### config.mk
export PLATFORM = sky130hd
export DESIGN_NAME = tcmp_pwm
export DESIGN_NICKNAME = d
export VERILOG_FILES = /design/src/rtl/tcmp_pkg.sv /design/src/rtl/tcmp_match_det.sv /design/src/rtl/tcmp_pin_drv.sv /design/src/rtl/tcmp_pwm.sv
export SDC_FILE = /design/constraint.sdc
export NUM_CORES = 1
export LEC_CHECK = 0
export BUFFER_PORTS_ARGS = -buffer_cell sky130_fd_sc_hd__buf_4
export CORE_MARGIN = 2
export CORE_UTILIZATION = 29
export CTS_CLUSTER_SIZE = 24
export DETAILED_ROUTE_END_ITERATION = 10
export PLACE_DENSITY_LB_ADDON = 0.25
export SLEW_MARGIN = 25
export SYNTH_ARGS = -nofsm -noshare
export SYNTH_HDL_FRONTEND = slang
export SYNTH_SLANG_ARGS = --single-unit
### constraint.sdc
create_clock -name clk -period 1.1 [get_ports clk]
set_input_delay 0.275 -clock clk [delete_from_list [all_inputs] [get_ports clk]]
set_output_delay 0.275 -clock clk [all_outputs]
set_load 0.05 [all_outputs]
### src/rtl/tcmp_pkg.sv
package tcmp_pkg;
   typedef enum logic [1:0] {
      TRIG_NONE      = 2'b00,
      TRIG_OVF       = 2'b01,
      TRIG_OVF_MATCH = 2'b10,
      TRIG_RSVD      = 2'b11
   } trig_sel_e;
endpackage

### src/rtl/tcmp_match_det.sv
module tcmp_match_det #(
   parameter int W              = 16,
   parameter bit ONCE_PER_VALUE = 1'b1
) (
   input  logic         clk,
   input  logic         rst_n,
   input  logic [W-1:0] cnt_i,
   input  logic         cnt_adv_i,
   input  logic [W-1:0] match_val_i,
   input  logic         cmp_en_i,
   output logic         hit_o
);
   logic eq_now;

   assign eq_now = cmp_en_i && (cnt_i == match_val_i);

   generate
      if (ONCE_PER_VALUE) begin : g_once
         // remembers that equality already held in the previous cycle
         logic seen_q;
         always_ff @(posedge clk or negedge rst_n) begin
            if (!rst_n) seen_q <= 1'b0;
            else        seen_q <= eq_now;
         end
         assign hit_o = eq_now && (!seen_q || cnt_adv_i);
      end else begin : g_level
         assign hit_o = eq_now;
      end
   endgenerate
endmodule

### src/rtl/tcmp_pin_drv.sv
module tcmp_pin_drv
   import tcmp_pkg::*;
(
   input  logic       clk,
   input  logic       rst_n,
   input  logic       ovf_i,
   input  logic       hit_i,
   input  logic [1:0] trig_sel_i,
   input  logic       toggle_mode_i,
   input  logic       idle_level_i,
   output logic       pin_o
);
   trig_sel_e sel;
   logic      evt;
   logic      armed;
   logic      pin_d;
   logic      pin_q;

   assign sel = trig_sel_e'(trig_sel_i);

   always_comb begin
      armed = 1'b1;
      evt   = 1'b0;
      unique case (sel)
         TRIG_OVF:       evt = ovf_i;
         TRIG_OVF_MATCH: evt = ovf_i | hit_i;
         default:        armed = 1'b0;
      endcase
   end

   always_comb begin
      if (!armed)             pin_d = idle_level_i;
      else if (toggle_mode_i) pin_d = pin_q ^ evt;
      else                    pin_d = evt;
   end

   always_ff @(posedge clk or negedge rst_n) begin
      if (!rst_n) pin_q <= 1'b0;
      else        pin_q <= pin_d;
   end

   assign pin_o = pin_q;
endmodule

### src/rtl/tcmp_pwm.sv
module tcmp_pwm #(
   parameter int W              = 16,
   parameter bit ONCE_PER_VALUE = 1'b1
) (
   input  logic         clk,
   input  logic         rst_n,
   input  logic [W-1:0] cnt_i,
   input  logic         cnt_adv_i,
   input  logic         ovf_i,
   input  logic [W-1:0] match_val_i,
   input  logic         cmp_en_i,
   input  logic         match_ie_i,
   input  logic [1:0]   trig_sel_i,
   input  logic         toggle_mode_i,
   input  logic         idle_level_i,
   output logic         pin_o,
   output logic         match_irq_o
);
   localparam int CNT_MAX = W;

   generate
      if (CNT_MAX < 2 || CNT_MAX > 64) begin : g_bad_width
         $error("tcmp_pwm: W must lie in 2..64");
      end
   endgenerate

   logic hit;
   logic irq_q;

   tcmp_match_det #(
      .W              (W),
      .ONCE_PER_VALUE (ONCE_PER_VALUE)
   ) i_det (
      .clk         (clk),
      .rst_n       (rst_n),
      .cnt_i       (cnt_i),
      .cnt_adv_i   (cnt_adv_i),
      .match_val_i (match_val_i),
      .cmp_en_i    (cmp_en_i),
      .hit_o       (hit)
   );

   tcmp_pin_drv i_pin (
      .clk           (clk),
      .rst_n         (rst_n),
      .ovf_i         (ovf_i),
      .hit_i         (hit),
      .trig_sel_i    (trig_sel_i),
      .toggle_mode_i (toggle_mode_i),
      .idle_level_i  (idle_level_i),
      .pin_o         (pin_o)
   );

   always_ff @(posedge clk or negedge rst_n) begin
      if (!rst_n) irq_q <= 1'b0;
      else        irq_q <= hit && match_ie_i;
   end

   assign match_irq_o = irq_q;
endmodule

==> run_results.csv, run 1 <==
group,metric,value,unit
global_route,grt_pass1_vias,570,
floorplan,dieArea,1670,um^2
logic_synthesis,ys_seq_area_share,19.1,%
setup_path,r2r_start,"i_det.g_once.seen_q",
timing,relSlewSlack,77.7,%
timing,timing.final.ws_setup,-243,ps
clocking,cts_sinks,3,
power_and_ir_drop,power.density,700,nW/um^2
setup_path,end_kind,"flip-flop",
power_and_ir_drop,p_int,456,uW
timing,layout_worst_path_cycle_share,122,%
status,status,"complete, but fails checks",
hold_path,hold_path.class,"input port to flip-flop",
hold_path,min_from,"match_ie_i",
logic_synthesis,avgSynthCellArea,8.54,um^2
setup_path,worstSetupPathType,"input port to flip-flop",
cells_and_area,fin_nets,149,
timing,skew,0.854,ps
clocking,clockBufferDepth,2,
floorplan,die_h,40.8,um
global_route,grt_pass1_wl,1950,um
floorplan,core_area,1280,um^2
global_route,grt_max_degree,4,
hold_path,holdPathStages,2,
status,violations,"negative setup slack",
power_and_ir_drop,p_leak,0.459,nW
routing,drtAntennaViolNets,0,
floorplan,pin_count,44,
logic_synthesis,synth-seq-cells,3,
place,place.gp.congestion,0.614,
logic_synthesis,synth_cell_types,24,
clocking,clk_latency,240,ps
power_and_ir_drop,swShare,28.3,%
timing,timing_worst_slew_pin_value,332,ps
cells_and_area,diodes,0,
routing,wl_met2,684,um
place,dp_hpwl,1040,um
setup_path,reg2regPathDepth,5,
global_route,grt_remaining_overflow,0,
logic_synthesis,synth_area_leaders,"xnor2_1 (25%), dfrtp_1 (19%), ha_1 (6.4%)",
setup_path,cp.arrival,1500,ps
power_and_ir_drop,ir_drop,387,uV
setup_path,rr_endpoint,"i_pin.pin_o",
logic_synthesis,synth_top_area_share,24.5,%
cells_and_area,fin_area,908,um^2
global_route,antenna_found_initial,0,
place,post_dp_cell_area,825,um^2
clocking,cts_htree_levels,1,
global_route,grt_usage,18.7,%
timing,fin_crit,1340,ps
power_and_ir_drop,power,636,uW
routing,first_iter_violations,4,
logic_synthesis,syn_nets,90,
routing,wl_met1,456,um
timing,fmax,745,MHz
logic_synthesis,ys_warn_count,0,
power_and_ir_drop,p_sw,180,uW
clocking,cts_tree,"yes",
timing,final_max_slew_viol_count,0,
floorplan,die_w,40.8,um
place,place_ws,-568,ps
setup_path,r2r_slack,-210,ps
clocking,cts_root_buffer,"clkbuf_4",
setup_path,crit_required,1260,ps
run,max-cap-violations,0,
hold_path,holdPathEnd,"match_irq_o",
routing,wirelength,1290,um
routing,vias_per_cell,4.76,
timing,setup_viol,4,
timing,finalHoldViolCount,0,
logic_synthesis,ys.flop_type,"dfrtp_1",
cells_and_area,layout-drive-gt1-share,62.5,%
routing,avgRoutedWirePerCell,10.8,um
logic_synthesis,yosys.area.top_type,"xnor2_1",
routing,drc,0,
logic_synthesis,async_reset_ff_share,100,%
logic_synthesis,yosys-top-cells-count,"xnor2_1 (11), inv_1 (5), dfrtp_1 (3), nand2b_1 (3)",
cells_and_area,syn2layout_area_growth,131,%
power_and_ir_drop,clkPwrFrac,31.3,%
timing,rsz0062_at_grt,"yes",
routing,vias,567,
power_and_ir_drop,p_seq_share,18.8,%
floorplan,start_util,30.6,%
routing,met3_length,126,um
clocking,cts_made_buffers,3,
logic_synthesis,syn_area,393,um^2
logic_synthesis,synth.most_common_cell,"xnor2_1",
power_and_ir_drop,combPwrFrac,49.9,%
setup_path,cp-start-kind,"input port",
setup_path,crit_fanout,3,
logic_synthesis,syn_inst,46,
timing,finalSetupTns,-564,ps
logic_synthesis,synth_edf_count,0,
floorplan,num_rows,13,
place,portBuffers,43,
routing,first_pass_iters,2,
routing,top_layer_used,"met4",
clocking,clk_pin_slew_worst_paths,40,ps
## sequential cells by signal (all words and copies together) (netlist names)
name                 cells
i_det.g_once.seen_q      1
i_pin.pin_o              1
match_irq_o              1
## timing repair
item	CTS	global route
endpoints found under the hold margin	3	0
setup endpoints to repair	4	4
pin swaps	3	0
setup buffers	1	0
hold buffers	1	0
gates resized for setup	6	2
## layout make-up
| class | instances | area [um^2] |
|---|---|---|
| clock buffer | 4 | 26.3 |
| inverter | 5 | 18.8 |
| fill | 104 | 377 |
| multi-input combinational | 38 | 343 |
| tap | 15 | 18.8 |
| timing repair buffer | 54 | 427 |
| sequential | 3 | 75.1 |
## how the worst max path moves through the flow
| stage | start | to | slack, ps | cells past startpoint |
|---|---|---|---|---|
| global placement | match_val_i[5] | i_pin.pin_o | -490 | 6 |
| finish | match_val_i[0] | i_pin.pin_o | -240 | 6 |
| floorplan | match_val_i[8] | i_pin.pin_o | -330 | 5 |
| global route | match_val_i[0] | i_pin.pin_o | -340 | 6 |
| CTS | i_det.g_once.seen_q | i_pin.pin_o | -230 | 5 |
| detailed placement | match_val_i[8] | i_pin.pin_o | -570 | 6 |
## placed cells by master (no fill, tap or decap)
| cell | instances |
|---|---|
| a211o_1 | 1 |
| nand3_1 | 2 |
| inv_1 | 5 |
| xnor2_1 | 6 |
| a21oi_1 | 2 |
| a221oi_1 | 1 |
| clkbuf_1 | 1 |
| o21bai_1 | 1 |
| o2111ai_1 | 1 |
| o41ai_2 | 1 |
| nor2b_1 | 1 |
| nand2b_1 | 3 |
| o21ai_1 | 1 |
| buf_8 | 1 |
| ha_1 | 2 |
| nand2_1 | 2 |
| xor2_1 | 1 |
| buf_4 | 49 |
| nor3_2 | 1 |
| nand4_1 | 1 |
| buf_6 | 3 |
| dfrtp_1 | 3 |
| xnor2_2 | 5 |
| o21ai_0 | 1 |
| a211oi_1 | 1 |
| and3_1 | 1 |
| or4_4 | 1 |
| nand4b_1 | 1 |
| clkbuf_4 | 3 |
| nor4_2 | 1 |
| dlygate4sd3_1 | 1 |
## layer usage
layer  GRT usage [%]  vias to the layer above
met1            16.4                      250
met2            32.8                       33
li1                -                      280
met4            18.3                        0
met5               0                        -
met3            5.43                        4
## through the flow
step	std cells	hold slack, ps	utilization [%]
after CTS	119	281	69.6
after detailed placement	113	64.6	64.2
after floorplan	46	-20.6	-
final	119	284	70.7
after global routing	119	293	70.7
after global placement	113	65.6	64.2
## power by group through the flow
stage | clock network [mW] | logic, mW | registers, mW
after floorplan | 0 | 0.0934 | 0.140
after CTS | 0.206 | 0.312 | 0.120
after detailed placement | 0 | 0.290 | 0.120
final | 0.199 | 0.317 | 0.120
after global placement | 0 | 0.282 | 0.120
after global routing | 0.214 | 0.345 | 0.120
## cell families (layout without fill, tap and decap cells)
| family | count (synthesis) | count (layout) | synth area share, % |
|---|---|---|---|
| and+or+nand+nor | 14 | 14 | 23.3 |
| xor gates and xnor gates | 12 | 12 | 26.8 |
| AOI/OAI and AO/OA | 10 | 10 | 19.7 |
| buffers and inverters | 5 | 63 | 4.78 |
| DFF | 3 | 3 | 19.1 |
| adders and majority gates | 2 | 2 | 6.37 |
## critical path, cell delays in order
cell and delay, ps:
buf_4 110, xnor2_1 160, nand3_1 90, or4_4 510, o41ai_2 200, o21bai_1 140
No activity file was read; power rests on OpenSTA's default activity.
==> run 2, diff against run 1 <==
- PLACE_DENSITY: unset -> 0.73
- PLACE_DENSITY_LB_ADDON: 0.25 -> unset
==> run 2 against run 1 <==
The flow still finishes with violations (negative setup slack). Via count fell by 1.4%. Sequential power is essentially flat. Combinational power rose by 9.1%. Sequential cell count did not move. Routed wire length increased by 21%. Fmax decreased by 3.1%. Non-clock buffer count shrank 4. Setup slack lost 42 ps.
==> run_results.csv, run 2 (synthesis gave the netlist of run 1 again) <==
group,metric,value,unit
routing,drtAntennaViolNets,0,
timing,skew,1.28,ps
clocking,clockBufferDepth,2,
power_and_ir_drop,ir_drop,458,uV
global_route,grt_remaining_overflow,0,
setup_path,end_kind,"flip-flop",
clocking,clk_latency,230,ps
timing,finalHoldViolCount,0,
setup_path,cp.arrival,1540,ps
timing,fmax,722,MHz
status,violations,"negative setup slack",
routing,wirelength,1560,um
timing,setup_viol,4,
cells_and_area,diodes,0,
global_route,grt_max_degree,4,
cells_and_area,layout-drive-gt1-share,66.0,%
cells_and_area,syn2layout_area_growth,140,%
cells_and_area,fin_nets,145,
clocking,postCtsSetupBuffers,0,
cells_and_area,final_common_cell,"buf_4",
clocking,clk_pin_slew_worst_paths,40,ps
status,status,"complete, but fails checks",
setup_path,crit_fanout,3,
run,max-cap-violations,0,
setup_path,worstSetupPathType,"input port to flip-flop",
timing,rsz0062_at_grt,"yes",
timing,timing.final.ws_setup,-286,ps
clocking,cts_sinks,3,
floorplan,dieArea,1670,um^2
clocking,cts_tree,"yes",
place,post_dp_cell_area,802,um^2
clocking,cts_htree_levels,1,
floorplan,die_h,40.8,um
place,portBuffers,43,
routing,avgRoutedWirePerCell,13.5,um
timing,finalSetupTns,-763,ps
floorplan,start_util,30.6,%
floorplan,pin_count,44,
global_route,grt_usage,21.6,%
global_route,antenna_found_initial,0,
cells_and_area,fin_area,942,um^2
routing,first_pass_iters,4,
clocking,cts_made_buffers,3,
global_route,grt_pass1_wl,2250,um
routing,vias,559,
routing,vias_per_cell,4.86,
timing,holdWs,276,ps
setup_path,crit_required,1260,ps
power_and_ir_drop,p_leak,0.489,nW
timing,layout_worst_path_cycle_share,126,%
place,place.gp.congestion,0.642,
place,dp_hpwl,1090,um
setup_path,cp-start-kind,"input port",
timing,final_max_slew_viol_count,0,
routing,first_iter_violations,1,
power_and_ir_drop,power.density,705,nW/um^2
cells_and_area,final_cell_mix,"buf_4 (42), xnor2_2 (9), buf_6 (6)",
floorplan,die_w,40.8,um
place,place_ws,-518,ps
hold_path,hold_path.class,"input port to flip-flop",
cells_and_area,layout.cells.non_filler,115,
timing,timing_worst_slew_pin_value,515,ps
clocking,cts_root_buffer,"clkbuf_4",
timing,relSlewSlack,65.4,%
place,dp_cells,110,
floorplan,core_area,1280,um^2
floorplan,num_rows,13,
routing,drc,0,
timing,fin_crit,1390,ps
cells_and_area,fillers,97,
global_route,grt_pass1_vias,611,
==> run 2: critical path, cell delays in order <==
cell and delay (ps):
buf_4 120, nand2b_1 90, o2111ai_1 120, or4_4 590
o41ai_4 200, o21bai_1 150
==> run 2: per-stage QoR <==
step / power (mW) / util, %
final: 0.664 / 73.3
after CTS: 0.644 / 70.4
after global placement: 0.396 / 62.4
after global routing: 0.699 / 73.3
after detailed placement: 0.404 / 62.4
after floorplan: 0.233 / -
==> run 2: area by class of cell <==
type	count	area, um^2	share of cell area, %
Tap cell	15	18.8	1.99
Timing Repair Buffer	50	408	43.3
Sequential cell	3	75.1	7.97
Inverter	5	18.8	1.99
Clock buffer	4	26.3	2.79
Multi-Input combinational cell	38	395	42.0
==> run 2: metal layers <==
metal / GRT usage [%] / up-vias / part of all wire, %
met5: 0 / - / 0
met4: 16.7 / 0 / 2.8
met3: 5.43 / 4 / 9.2
met2: 43.0 / 39 / 59
met1: 17.1 / 244 / 29
li1: - / 272 / -
==> run 2: repair_timing <==
| item | CTS | global route |
|---|---|---|
| hold buffers | 1 | 0 |
| setup endpoints to repair | 4 | 4 |
| endpoints found under the hold margin | 3 | 0 |
| pin swaps | 4 | 3 |
| resized for setup | 13 | 6 |
==> run 2: final timing paths <==
| path | cells after the start | slack, ps | endpoint | start |
|---|---|---|---|---|
| hold / removal | 2 | 280 | match_irq_o | match_ie_i |
| hold reg to reg | 3 | 710 | match_irq_o | i_det.g_once.seen_q |
| min in group asynchronous | 2 | 370 | i_pin.pin_o | rst_n |
| setup / recovery | 6 | -290 | i_pin.pin_o | cnt_i[3] |
| setup reg to reg | 5 | -230 | i_pin.pin_o | i_det.g_once.seen_q |
| max in group asynchronous | 2 | 640 | i_det.g_once.seen_q | rst_n |
==> run 2: report_power, final <==
part,internal [mW],switching (mW)
combinational,0.214,0.131
clock,0.136,0.0621
sequential,0.116,0.00415
==> run 3, diff against run 2 <==
- SKIP_LAST_GASP: unset -> 1
==> run 3 against run 2 <==
The run still ends with negative setup slack left. Cell area is 2.4% lower. Sequential share of layout area increased by 0.20 points. Largest power group unchanged. Sequential cell count is the same. First-iteration DRC count grew to 6.0 times the previous value. Clock power grew 3%. Die area unchanged. Critical path type unchanged.
==> run_results.csv, run 3 (synthesis gave the netlist of run 1 again) <==
group,metric,value,unit
cells_and_area,final_util,71.6,%
routing,vias,575,
place,post_dp_cell_area,802,um^2
power_and_ir_drop,combPwrFrac,50.8,%
routing,drc,0,
place,portBuffers,43,
timing,fin_crit,1380,ps
floorplan,die_w,40.8,um
status,violations,"negative setup slack",
clocking,cts_sinks,3,
floorplan,pin_count,44,
clocking,cts_tree,"yes",
power_and_ir_drop,ir_drop,462,uV
timing,setup_viol,4,
power_and_ir_drop,p_seq_share,18.2,%
setup_path,cp-start-kind,"input port",
routing,drtAntennaViolNets,0,
hold_path,hold_path.class,"input port to flip-flop",
setup_path,crit_fanout,3,
floorplan,dieArea,1670,um^2
clocking,clk_latency,240,ps
clocking,cts_root_buffer,"clkbuf_4",
place,dp_hpwl,1090,um
timing,layout_worst_path_cycle_share,126,%
clocking,clk_pin_slew_worst_paths,40,ps
timing,fmax,724,MHz
routing,avgRoutedWirePerCell,13.1,um
setup_path,end_kind,"flip-flop",
timing,timing_worst_slew_pin_value,399,ps
setup_path,crit_required,1260,ps
routing,wirelength,1500,um
power_and_ir_drop,power,657,uW
global_route,grt_pass1_wl,2250,um
clocking,cts_htree_levels,1,
timing,timing.final.ws_setup,-281,ps
floorplan,num_rows,13,
timing,final_max_slew_viol_count,0,
global_route,grt_remaining_overflow,0,
routing,first_pass_iters,4,
floorplan,core_area,1280,um^2
routing,first_iter_violations,6,
global_route,grt_usage,21.6,%
global_route,grt_max_degree,4,
power_and_ir_drop,p_sw,194,uW
setup_path,worstSetupPathType,"input port to flip-flop",
routing,vias_per_cell,5.00,
timing,rsz0062_at_grt,"yes",
timing,holdWs,278,ps
timing,skew,4.24,ps
run,max-cap-violations,0,
floorplan,die_h,40.8,um
place,place.gp.congestion,0.642,
clocking,clockBufferDepth,2,
global_route,grt_pass1_vias,613,
floorplan,start_util,30.6,%
power_and_ir_drop,p_leak,0.475,nW
cells_and_area,final_common_cell,"buf_4",
timing,relSlewSlack,73.2,%
global_route,antenna_found_initial,0,
cells_and_area,diodes,0,
timing,finalHoldViolCount,0,
status,status,"complete, but fails checks",
setup_path,cp.arrival,1540,ps
clocking,cts_made_buffers,3,
cells_and_area,fin_area,920,um^2
power_and_ir_drop,clkPwrFrac,31.1,%
power_and_ir_drop,power.density,714,nW/um^2
cells_and_area,final_cell_mix,"buf_4 (42), xnor2_2 (9), buf_6 (6)",
cells_and_area,layout-drive-gt1-share,64.0,%
power_and_ir_drop,swShare,29.6,%
cells_and_area,syn2layout_area_growth,134,%
cells_and_area,fin_nets,145,
power_and_ir_drop,p_int,463,uW
clocking,postCtsSetupBuffers,0,
[run 3: cell counts in the layout (fill, tap and decap cells not counted)]
No cell type changed its count.
[run 3: metrics by stage]
stage                     instances  setup WS (ps)  setup TNS (ps)
after floorplan                  46           -330            -746
after global placement          110           -497           -1300
after detailed placement        110           -518           -1330
after CTS                       115           -229            -475
after global routing            115           -358            -915
final                           115           -281            -750
[run 3: timing repair]
| action | 4_1_cts | 5_1_grt |
|---|---|---|
| endpoints found under the setup margin | 4 | 4 |
| hold buffers | 1 | 0 |
| resized for setup | 13 | 2 |
| hold endpoints to repair | 3 | 0 |
| pin swaps | 2 | 3 |
[run 3: final cells by class]
type / instances / area (um^2)
clock buffer: 4 / 26.3
inverter: 5 / 18.8
sequential: 3 / 75.1
fill: 102 / 365
timing repair buffer: 50 / 408
multi-input combinational: 38 / 373
tap: 15 / 18.8
[run 3: worst paths after layout]
check / start / end / slack [ps] / depth (start not counted)
min: match_ie_i / match_irq_o / 280 / 2
max: cnt_i[3] / i_pin.pin_o / -280 / 6
min reg2reg: i_pin.pin_o / i_pin.pin_o / 700 / 3
max reg2reg: i_det.g_once.seen_q / i_pin.pin_o / -240 / 5
min in group asynchronous: rst_n / i_pin.pin_o / 360 / 2
max in group asynchronous: rst_n / i_det.g_once.seen_q / 640 / 2
[run 3: layer usage]
metal	vias to the layer above	wire [um]	GRT usage (%)
met2	43	829	43.0
met3	8	153	5.43
li1	274	-	-
met1	250	445	17.1
met4	0	76	16.7
met5	-	0	0
[run 3: critical path, cell delays in order]
cell and delay (ps):
buf_4 120, nand2b_1 90, o2111ai_1 120, or4_4 570, o41ai_2 210, o21bai_1 150
[run 3: power by group through the flow]
stage	clock [mW]	sequential, mW	combinational, mW
after CTS	0.203	0.120	0.321
after global placement	0	0.120	0.276
after floorplan	0	0.140	0.0934
after global routing	0.210	0.120	0.356
after detailed placement	0	0.120	0.284
final	0.204	0.119	0.333
